File: config.mk
export PLATFORM = sky130hd
export DESIGN_NAME = sem_acquire_seq
export DESIGN_NICKNAME = d
export VERILOG_FILES = /design/src/rtl/sem_pkg.sv /design/src/rtl/sem_gap_timer.sv /design/src/rtl/sem_retry_ctr.sv /design/src/rtl/sem_acquire_seq.sv
export SDC_FILE = /design/constraint.sdc
export NUM_CORES = 1
export LEC_CHECK = 0
export BUFFER_PORTS_ARGS = -buffer_cell sky130_fd_sc_hd__buf_2
export CAP_MARGIN = 0
export CELL_PAD_IN_SITES_DETAIL_PLACEMENT = 0
export CELL_PAD_IN_SITES_GLOBAL_PLACEMENT = 1
export CORE_MARGIN = 2
export CORE_UTILIZATION = 39
export DETAILED_ROUTE_END_ITERATION = 8
export GPL_TIMING_DRIVEN = 1
export PLACE_DENSITY_LB_ADDON = 0.1
export RECOVER_POWER = 50
export SETUP_SLACK_MARGIN = 0.4
export SLEW_MARGIN = 15
export SYNTH_ARGS = -nofsm -noshare
export SYNTH_HDL_FRONTEND = slang
export SYNTH_HIERARCHICAL = 1
export SYNTH_SLANG_ARGS = --single-unit
File: constraint.sdc
create_clock -name clk -period 2.85 [get_ports clk]
set_input_delay 0.57 -clock clk [delete_from_list [all_inputs] [get_ports clk]]
set_output_delay 0.57 -clock clk [all_outputs]
set_load 0.01 [all_outputs]
File: src/rtl/sem_pkg.sv
package sem_pkg;
  typedef enum logic [2:0] {
    ST_IDLE, ST_POLL, ST_WAIT, ST_SWAP, ST_UNDO, ST_HELD, ST_FREE, ST_FAULT
  } seq_state_t;

  typedef enum logic [1:0] {
    OP_READ  = 2'd0,
    OP_WRITE = 2'd1,
    OP_XCHG  = 2'd2
  } mem_op_t;
endpackage

File: src/rtl/sem_gap_timer.sv
module sem_gap_timer #(
  parameter int GAP_W = 4
) (
  input  logic             clk,
  input  logic             rst,
  input  logic             load,
  input  logic [GAP_W-1:0] val,
  input  logic             run,
  output logic             expired
);
  logic [GAP_W-1:0] cnt_q;

  always_ff @(posedge clk) begin
    if (rst)                     cnt_q <= '0;
    else if (load)               cnt_q <= val;
    else if (run && cnt_q != '0) cnt_q <= cnt_q - 1'b1;
  end

  assign expired = (cnt_q == '0);
endmodule

File: src/rtl/sem_retry_ctr.sv
module sem_retry_ctr #(
  parameter int MAX_RETRY = 8
) (
  input  logic clk,
  input  logic rst,
  input  logic clr,
  input  logic inc,
  output logic at_limit
);
  localparam int RW = (MAX_RETRY < 1) ? 1 : $clog2(MAX_RETRY + 1);
  logic [RW-1:0] cnt_q;

  always_ff @(posedge clk) begin
    if (rst || clr) cnt_q <= '0;
    else if (inc)   cnt_q <= cnt_q + 1'b1;
  end

  assign at_limit = (cnt_q == RW'(MAX_RETRY));
endmodule

File: src/rtl/sem_acquire_seq.sv
module sem_acquire_seq
  import sem_pkg::*;
#(
  parameter int TAG_W     = 8,
  parameter int GAP_W     = 4,
  parameter int MAX_RETRY = 8
) (
  input  logic             clk,
  input  logic             rst,
  input  logic             req_i,
  input  logic [TAG_W-1:0] tag_i,
  input  logic             rel_i,
  input  logic [GAP_W-1:0] poll_gap_i,
  output logic             busy_o,
  output logic             granted_o,
  output logic             error_o,
  output logic             mem_req_o,
  output logic [1:0]       mem_op_o,
  output logic [TAG_W-1:0] mem_wdata_o,
  input  logic             mem_ack_i,
  input  logic [TAG_W-1:0] mem_rdata_i
);
  localparam logic [TAG_W-1:0] FREE_VAL = '0;

  seq_state_t       state_q, state_d;
  logic [TAG_W-1:0] tag_q, undo_q;
  logic             start, fail, at_limit, gap_done;
  logic             rd_free;
  mem_op_t          op_c;

  assign rd_free = (mem_rdata_i == FREE_VAL);
  assign start   = req_i && (state_q == ST_IDLE || state_q == ST_FAULT) && (tag_i != FREE_VAL);
  assign fail    = mem_ack_i && ((state_q == ST_POLL && !rd_free) || state_q == ST_UNDO);

  sem_retry_ctr #(.MAX_RETRY(MAX_RETRY)) u_retry (
    .clk(clk), .rst(rst), .clr(start), .inc(fail && !at_limit), .at_limit(at_limit)
  );

  sem_gap_timer #(.GAP_W(GAP_W)) u_gap (
    .clk(clk), .rst(rst), .load(fail), .val(poll_gap_i),
    .run(state_q == ST_WAIT), .expired(gap_done)
  );

  always_comb begin
    state_d = state_q;
    unique case (state_q)
      ST_IDLE, ST_FAULT:
        if (req_i) state_d = (tag_i == FREE_VAL) ? ST_FAULT : ST_POLL;
      ST_POLL:
        if (mem_ack_i) begin
          if (rd_free)       state_d = ST_SWAP;
          else if (at_limit) state_d = ST_FAULT;
          else               state_d = ST_WAIT;
        end
      ST_WAIT:
        if (gap_done) state_d = ST_POLL;
      ST_SWAP:
        if (mem_ack_i) state_d = rd_free ? ST_HELD : ST_UNDO;
      ST_UNDO:
        if (mem_ack_i) state_d = at_limit ? ST_FAULT : ST_WAIT;
      ST_HELD:
        if (rel_i) state_d = ST_FREE;
      ST_FREE:
        if (mem_ack_i) state_d = ST_IDLE;
      default: state_d = ST_IDLE;
    endcase
  end

  always_ff @(posedge clk) begin
    if (rst) begin
      state_q <= ST_IDLE;
      tag_q   <= '0;
      undo_q  <= '0;
    end else begin
      state_q <= state_d;
      if (start) tag_q <= tag_i;
      if (state_q == ST_SWAP && mem_ack_i && !rd_free) undo_q <= mem_rdata_i;
    end
  end

  always_comb begin
    op_c = OP_READ;
    mem_wdata_o = FREE_VAL;
    unique case (state_q)
      ST_SWAP: begin op_c = OP_XCHG;  mem_wdata_o = tag_q;  end
      ST_UNDO: begin op_c = OP_WRITE; mem_wdata_o = undo_q; end
      ST_FREE: begin op_c = OP_WRITE; mem_wdata_o = FREE_VAL; end
      default: ;
    endcase
  end

  assign mem_op_o  = op_c;
  assign mem_req_o = (state_q == ST_POLL) || (state_q == ST_SWAP) ||
                     (state_q == ST_UNDO) || (state_q == ST_FREE);
  assign busy_o    = mem_req_o || (state_q == ST_WAIT);
  assign granted_o = (state_q == ST_HELD);
  assign error_o   = (state_q == ST_FAULT);
endmodule

After elaboration in Yosys (flattened, before gate mapping)
Index checks and enable logic that the tools add are counted.
W data, S select, Z words.
{ "totals": {"regBits": 27, "inputBits": 25, "out_inout_bits": 14, "wordCells": 65} }
{ "classes": {"n_addsub": 2, "eq_ne": 15, "n_mux": 16, "reduce_logical": 27} }
{ "ops": {"columns": ["operator", "count"], "rows": [
  ["$mux W3", 10],
  ["$pmux W3 S7", 1],
  ["$logic_not A8 Y1", 2],
  ["$pmux W8 S2", 1],
  ["$ne A2 B2 Y1 const B", 7],
  ["$eq A3 B3 Y1 const B", 4],
  ["$logic_and A1 B1 Y1", 8],
  ["$mux W4", 2],
  ["$reduce_bool A8 Y1", 1],
  ["$logic_or A1 B1 Y1", 7],
  ["$reduce_and A7 Y1", 1],
  ["$eq A3 B2 Y1 const B", 2],
  ["$add A4 B1 Y4 const B", 1],
  ["$eq A4 B4 Y1 const B", 1],
  ["$logic_not A4 Y1", 1],
  ["$pmux W2 S2", 1],
  ["$reduce_bool A4 Y1", 1],
  ["$reduce_or A2 Y1", 2],
  ["$sub A4 B1 Y4 const B", 1],
  ["$eq A3 B1 Y1 const B", 1],
  ["$logic_not A3 Y1", 1],
  ["$logic_not A1 Y1", 2],
  ["$reduce_bool A2 Y1", 1],
  ["$mux W1", 1]
]} }

Logic depth before layout (Yosys ltp)
Gate-level depths: netlist of the first run.
{ "depth": {"word_depth": 6, "depth_mapped": 9, "depth_no_buf": 9} }

By module
The synthesis of the first run kept the hierarchy.
{ "modules_own_cells": {"columns": ["module", "instances", "cells_per_inst", "area_per_inst_um2", "seq_area_each_um2"], "rows": [
  ["sem_acquire_seq", 1, 117, 1026.0, 380.4],
  ["sem_gap_timer", 1, 29, 262.8, 80.1],
  ["sem_retry_ctr", 1, 21, 216.5, 80.1]
]} }

Least setup slack after synthesis of the first run
No wires, ideal clock.
{ "synth_timing": {"kind": "reg2reg", "start": "reg state_q[2]", "end": "reg u_retry.cnt_q[3]", "setup_ps": 121, "arrival_time_ps": 2011, "required_time_ps": 2729, "slack_ps": 717, "stages_incl_launch_ff": 8, "n_path_buf": 1, "period_less_slack_ps": 2133, "cell_sequence": "dfxtp_1 -> buf_4 -> nand2_1 -> nor2_1 -> o21a_1 -> nor2b_1 -> nand4_2 -> mux2_4"} }
{ "synth_between": {"elab_chain_cells": 5, "elab_cells_between_ends": 12, "classes_between": "eq/ne: 3; reduce/logical: 9"} }
{ "synth_rtl": {"columns": ["element", "line_no", "source"], "rows": [
  ["from (decl)", "sem_acquire_seq.sv:25", "seq_state_t state_q, state_d;"],
  ["from (signal assigned)", "sem_acquire_seq.sv:75", "state_q <= state_d;"],
  ["$eq A3 B1 Y1", "sem_acquire_seq.sv:33", "assign fail = mem_ack_i && ((state_q == ST_POLL && !rd_free) || state_q == ST_UNDO);"],
  ["$logic_and A1 B1 Y1", "sem_acquire_seq.sv:33", null],
  ["$logic_or A1 B1 Y1 (*)", "sem_acquire_seq.sv:33", null],
  ["$logic_and A1 B1 Y1 (*)", "sem_acquire_seq.sv:33", null],
  ["named net fail", "sem_acquire_seq.sv:27", "logic start, fail, at_limit, gap_done;"],
  ["$logic_and A1 B1 Y1 (*)", "sem_acquire_seq.sv:36", ".clk(clk), .rst(rst), .clr(start), .inc(fail && !at_limit), .at_limit(at_limit)"],
  ["to (signal assigned)", "sem_retry_ctr.sv:15", "else if (inc) cnt_q <= cnt_q + 1'b1;"],
  ["to (decl)", "sem_retry_ctr.sv:11", "logic [RW-1:0] cnt_q;"]
]} }
The timed path passes the listed nets; every way through them passes the cells marked *.
A chain may end at the register's enable or synchronous reset.

Worst setup path in the final report of the first run
{ "layout_timing": {"start": "reg state_q[0]", "end": "out mem_wdata_o[7]"} }
{ "layout_between": {"elab_chain_cells": 2, "elab_cells_between_ends": 3, "classes_between": "eq/ne: 2; mux: 1"} }
{ "layout_rtl": {"columns": ["element", "line_no", "source"], "rows": [
  ["$eq A3 B3 Y1 or $eq A3 B2 Y1 (tied branches)", "sem_acquire_seq.sv:84", "unique case (state_q)"],
  ["$pmux W8 S2 (*)", "sem_acquire_seq.sv:84", null],
  ["to (decl)", "sem_acquire_seq.sv:19", "output logic [TAG_W-1:0] mem_wdata_o,"]
]} }
Mark *: on every way between the ends. The rest lies on a longest branch, timed or not.

==> run metrics, run 1 <==
Arrival @ worst endpoint roughly 1.9 ns; setup TNS 0 ns; Synth Warn # 6; Layout Skew 0.00386 ns; Final WS setup around 0.42 ns; Syn Area/Cell about 9 um^2; overall routing resource usage 0.174; drt pass-1 iters 4; post-route ant nets 0; peak supply drop about 360 uV; Routed wire per std cell ~14 um; dpl cell area between 1500 and 2000 um^2; Via density ~5.4; routability-driven placement congestion ratio 0.773; initial DRC count around 130; dpl ws just under 0.5 ns; Slew @ Worst Pin 0.563 ns; share of flip-flops with an asynchronous set or reset 0; clock sinks 27; CTS tree done; Worst Setup Path Type reg -> out; Placeable Area 3690 um^2; filler instances ~380; Pleak between 0.7 and 0.8 nW; RSZ-0062 raised after global routing no; library cells used by synthesis 47; CP max FO 12; Inst Count DP around 250; Initial Util 0.408; initial antenna violation count 0; Area contributors post-synth dfxtp_1 (36%), mux2i_1 (11%), nor2_1 (7.5%), a22o_1 (4.7%), ha_1 (4.2%); Fin Hold WS 0.505 ns; area share of the largest cell type after synthesis 0.359; first-pass GRT wire length between 5000 and 6000 um; Root Driver clkbuf_8; clock transition at the registers of the reported paths 0.09 ns; DP Wirelength approximately 2600 um; die area 4370 um^2; # diodes 0; EDFF count, synth 0; Pwr Density 762 nW/um^2; synth cell count leaders nor2_1 (30), dfxtp_1 (27), mux2i_1 (17); Cells after Synth 167; count leader, synth nor2_1; Final Cell Area 1760 um^2; Seq cells post-synth 27; status complete, no violations; largest area contributor in the netlist dfxtp_1; number of hold buffers added after CTS 0; drt total wl 3530 um; final setup fails 0; total of max-cap violations 0; Die Ht 66.1 um; Final Non-Filler Cells ~250; final hold viol count 0; Slew HR 0.624; endpoint class of the critical path output pin; Area Overhead vs Synth 17.0%; area of the multi-input gates around 890 um^2; Final Util 0.478; DRC viols 0; Num CTS Buffers 3; critical path required time between 2 and 2.5 ns; vias in the first global route 1257; total number of vias ~1400; final worst-path cycle share 0.853; sequential fraction of the synthesis area 0.359; min Tclk post-route ~2.4 ns; Mapped Area 1510 um^2; io pins 39; Power, Total around 1.3 mW; max-slew violations 0; layout cells sized above 1 0.225; Synth Net Count about 200; Main synth FF type dfxtp_1; Worst-Skew Late Latency ~0.27 ns; Worst Setup Start Kind register; Port Buffers 38; largest net degree at the start of global routing 29; Remaining Overflow, GRT 0; worst hold path type reg -> reg; Die W between 60 and 70 um; site row count 22; Reg area roughly 540 um^2; CTS max path bufs 2; htree depth 1; Nets approximately 240; maximum clock rate between 400 and 500 MHz
-- where the power goes --
group,switching [mW],internal [mW]
clock network,0.121,0.0992
registers,0.0904,0.446
logic,0.333,0.252
-- cell families after synthesis --
kind of cell | after synthesis | synth area share
fa+ha+maj | 5 | 0.0416
compound gates | 35 | 0.190
mux | 18 | 0.123
xor+xnor | 1 | 0.00582
buf+inv | 16 | 0.0490
simple gates | 65 | 0.232
flops | 27 | 0.359
-- flip-flops by register name, indices dropped and copies added, names as in the netlist --
signal         cells
tag_q              8
undo_q             8
u_gap/cnt_q        4
u_retry/cnt_q      4
state_q            3
-- critical path: stages, from the launching register on --
cell and delay, ns:
dfxtp_1 0.57, inv_1 0.24, nand2_1 0.14, nor2_1 0.07, buf_4 0.19, a22o_1 0.24, buf_2 0.14
-- repair_timing --
item,4_1_cts,5_1_grt
resized for setup,0,1
endpoints found under the setup margin,0,9
setup buffers,0,0
-- layout make-up --
cell class                      instances  share of cell area
Clock buffer                            3              0.0234
Clock inverter                          1             0.00426
Inverter                               10              0.0213
Multi-Input combinational cell        124               0.503
Sequential cell                        27               0.307
Tap cell                               48              0.0341
Timing Repair Buffer                   39               0.107
-- placed cells by master (no fill, tap or decap), drive strengths merged, types with 3 or more instances in the layout --
cell,Yosys,layout
nor3,3,3
nand2,7,7
ha,5,5
clkbuf,1,10
a21oi,5,5
and3,3,3
inv,10,10
nor2,31,31
nor4,4,4
mux2i,17,17
buf,5,32
a22o,8,8
dfxtp,27,27
nor3b,3,3
o21ai,8,8
-- metal layers --
layer / vias to the layer above / global-route usage / wire, um
li1: 682 / - / -
met1: 644 / 0.247 / 1710
met2: 29 / 0.270 / 1640
met3: 4 / 0.0221 / 136
met4: 0 / 0.0612 / 46
met5: - / 0 / 0
-- path summary, 6_finish.rpt --
check                                  endpoint                    start  slack, ns  depth (start not counted)
hold reg to reg           tag_q[6]$_SDFFE_PP0P_    tag_q[6]$_SDFFE_PP0P_       0.51                          2
hold / removal            tag_q[6]$_SDFFE_PP0P_    tag_q[6]$_SDFFE_PP0P_       0.51                          2
setup / recovery                 mem_wdata_o[7]  state_q[0]$_SDFFE_PP0P_       0.42                          6
setup reg to reg  u_retry/cnt_q[3]$_SDFFE_PP0P_  state_q[0]$_SDFFE_PP0P_       0.56                          7
No activity file was read; power rests on OpenSTA's default activity.
==> run 2, diff against run 1 <==
--- a/config.mk
+++ b/config.mk
@@ -7,14 +7,12 @@
 export LEC_CHECK = 0
 export BUFFER_PORTS_ARGS = -buffer_cell sky130_fd_sc_hd__buf_2
 export CAP_MARGIN = 0
-export CELL_PAD_IN_SITES_DETAIL_PLACEMENT = 0
-export CELL_PAD_IN_SITES_GLOBAL_PLACEMENT = 1
 export CORE_MARGIN = 2
-export CORE_UTILIZATION = 39
+export CORE_UTILIZATION = 45
 export DETAILED_ROUTE_END_ITERATION = 8
 export GPL_TIMING_DRIVEN = 1
-export PLACE_DENSITY_LB_ADDON = 0.1
-export RECOVER_POWER = 50
+export PLACE_DENSITY = 0.7
+export RECOVER_POWER = 100
 export SETUP_SLACK_MARGIN = 0.4
 export SLEW_MARGIN = 15
 export SYNTH_ARGS = -nofsm -noshare
==> run metrics, run 2 (synthesized netlist as in run 1, its figures left out) <==
status complete, no violations; Worst setup startpoint state_q[0]$_SDFFE_PP0P_; area of the multi-input gates 870 um^2 (-1.8%); Die W 61.8 um (-6.5%); CP Capture Point mem_wdata_o[2]; # diodes 0 (unchanged); Final Non-Filler Cells 248 (-1.6%); endpoint class of the critical path output pin; min Tclk post-route 2.44 ns (+0.00551 ns); RSZ-0062 raised after global routing no; htree depth 1 (unchanged); DP Wirelength 2630 um (+0.30%); Clock power frac 0.131 (-0.033); Inst Count DP 244 (-1.6%); cells on worst reg2reg path 9 (+2); Seq pwr share 0.422 (+0.023); max-slew violations 0 (unchanged); overall routing resource usage 0.191 (+0.0167); routability-driven placement congestion ratio 0.767 (-0.69%); FF-to-FF End state_q[1]$_SDFFE_PP0P_; Reg area 541 um^2 (unchanged); initial DRC count 55 (-57%); internal power 734 uW (-8.0%); Routed wire per std cell 13.6 um (-2.5%); final setup fails 0 (unchanged); number of hold buffers added after CTS 0 (unchanged); Port Buffers 38 (unchanged); Die Ht 61.8 um (-6.5%); Final Cell Area 1710 um^2 (-2.8%); Slew HR 0.602 (-0.0221); DRC viols 0 (unchanged); Pwr Density 735 nW/um^2 (-3.6%); Worst Setup Path Type reg -> out; first-pass GRT wire length 5490 um (-7.3%); post-route ant nets 0 (unchanged); vias in the first global route 1276 (+1.5%); Via density 5.40 (about the same); Worst-Skew Late Latency 0.32 ns (+0.05 ns); Arrival @ worst endpoint 1.87 ns (about the same); Root Driver clkbuf_4; drt total wl 3380 um (-4.1%); Placeable Area 3130 um^2 (-15%); critical path required time 2.28 ns (about the same); CP peak stage delay 0.57 ns (about the same); Slowest cell on crit path dfxtp_1; drt pass-1 iters 4 (unchanged); Area Overhead vs Synth 13.7%; io pins 39 (unchanged); peak supply drop 424 uV (+19%); Pleak 0.705 nW (-5.1%); worst hold path type in -> reg; most frequent cells in the layout nor2_1 (30), dfxtp_1 (27), buf_2 (26); Worst R2R Start u_gap/cnt_q[1]$_SDFFE_PP0P_; setup TNS 0 ns (unchanged); total of max-cap violations 0 (unchanged); Initial Util 0.481 (+0.0731); CP max FO 12 (unchanged); crit-path cells inv_1 -> nand2_1 -> nor2_1 -> buf_4 -> a22o_1 -> clkbuf_1; R2R setup slack 0.42 ns (-0.14 ns); Num CTS Buffers 3 (unchanged); Power, Total 1.26 mW (-6.3%); largest net degree at the start of global routing 29 (unchanged); total number of vias 1338 (-1.5%); biggest regs tag_q x8, undo_q x8; die area 3820 um^2 (-13%); Psw 524 uW (-3.8%); clock transition at the registers of the reported paths 0.14 ns (+0.05 ns); CTS max path bufs 2 (unchanged); final hold viol count 0 (unchanged); most common cell after layout, fill and taps aside nor2_1; filler instances 323 (-15%); switching part of the total 0.417 (+0.0106); Worst Setup Start Kind register; maximum clock rate 410 MHz (-0.23%); layout cells sized above 1 0.172 (-0.0539); site row count 20 (-9.1%); clock sinks 27 (unchanged); CTS tree done; dpl cell area 1720 um^2 (-0.29%); initial antenna violation count 0 (unchanged); HP Start tag_i[3]; Nets 235 (unchanged); final worst-path cycle share 0.855 (+0.00193); Remaining Overflow, GRT 0 (unchanged); Slew @ Worst Pin 0.591 ns (+0.0284 ns); Logic pwr share 0.447 (+0.011); Layout Skew 0.00543 ns (+0.00157 ns)
-- run 2: cell count changes in the layout (fill, tap and decap cells not counted), sizes merged --
cell      change
clkinvlp      -1
buf           -5
clkbuf        +6
-- run 2: critical path: cells and delay by family (launching register included) --
family	cells	cell delay [ns]
buffers and inverters	3	0.55
AO/OA/AOI/OAI	1	0.24
AND/OR/NAND/NOR	2	0.19
flip-flops	1	0.57
-- run 2: worst min-delay path by stage --
stage | to | slack, ns | cells past startpoint
2_1_floorplan | tag_q[6]$_SDFFE_PP0P_ | 0.45 | 2
3_3_place_gp | tag_q[6]$_SDFFE_PP0P_ | 0.48 | 2
3_5_place_dp | tag_q[0]$_SDFFE_PP0P_ | 0.49 | 2
4_1_cts | undo_q[4]$_SDFFE_PP0P_ | 0.48 | 3
5_1_grt | undo_q[0]$_SDFFE_PP0P_ | 0.48 | 3
6_report | tag_q[3]$_SDFFE_PP0P_ | 0.49 | 3
-- run 2: timing repair --
| item | CTS | global route |
|---|---|---|
| buffers inserted | 0 | 0 |
| setup endpoints to repair | 0 | 8 |
| gates resized for setup | 0 | 1 |
-- run 2: cell type report --
type	count	area share
Inverter	10	0.0219
Multi-Input combinational cell	124	0.508
Sequential cell	27	0.316
Clock buffer	4	0.0154
Timing Repair Buffer	39	0.107
Tap cell	44	0.0322
-- run 2: power groups by stage --
stage	Sequential, mW	Clock [mW]	Combinational, mW
floorplan	0.493	0	0.504
global placement	0.534	0	0.569
CTS	0.533	0.174	0.597
detailed placement	0.542	0	0.595
global route	0.543	0.190	0.632
finish	0.530	0.165	0.563
-- run 2: per-layer routing --
layer	share of wire	vias to the layer above	GRT usage	wire length, um
met5	0	-	0	0
met4	0.0044	0	0.0365	15
met3	0.046	2	0.0435	155
met2	0.50	31	0.334	1680
met1	0.45	628	0.243	1530
li1	-	677	-	-
-- run 2: through the flow --
stage / setup slack [ns] / util / hold slack [ns]
3_5_place_dp: 0.543 / 0.550 / 0.493
5_1_grt: 0.261 / 0.547 / 0.475
4_1_cts: 0.410 / 0.559 / 0.479
3_3_place_gp: 0.606 / 0.550 / 0.478
2_1_floorplan: 0.717 / - / 0.455
6_report: 0.413 / 0.547 / 0.490
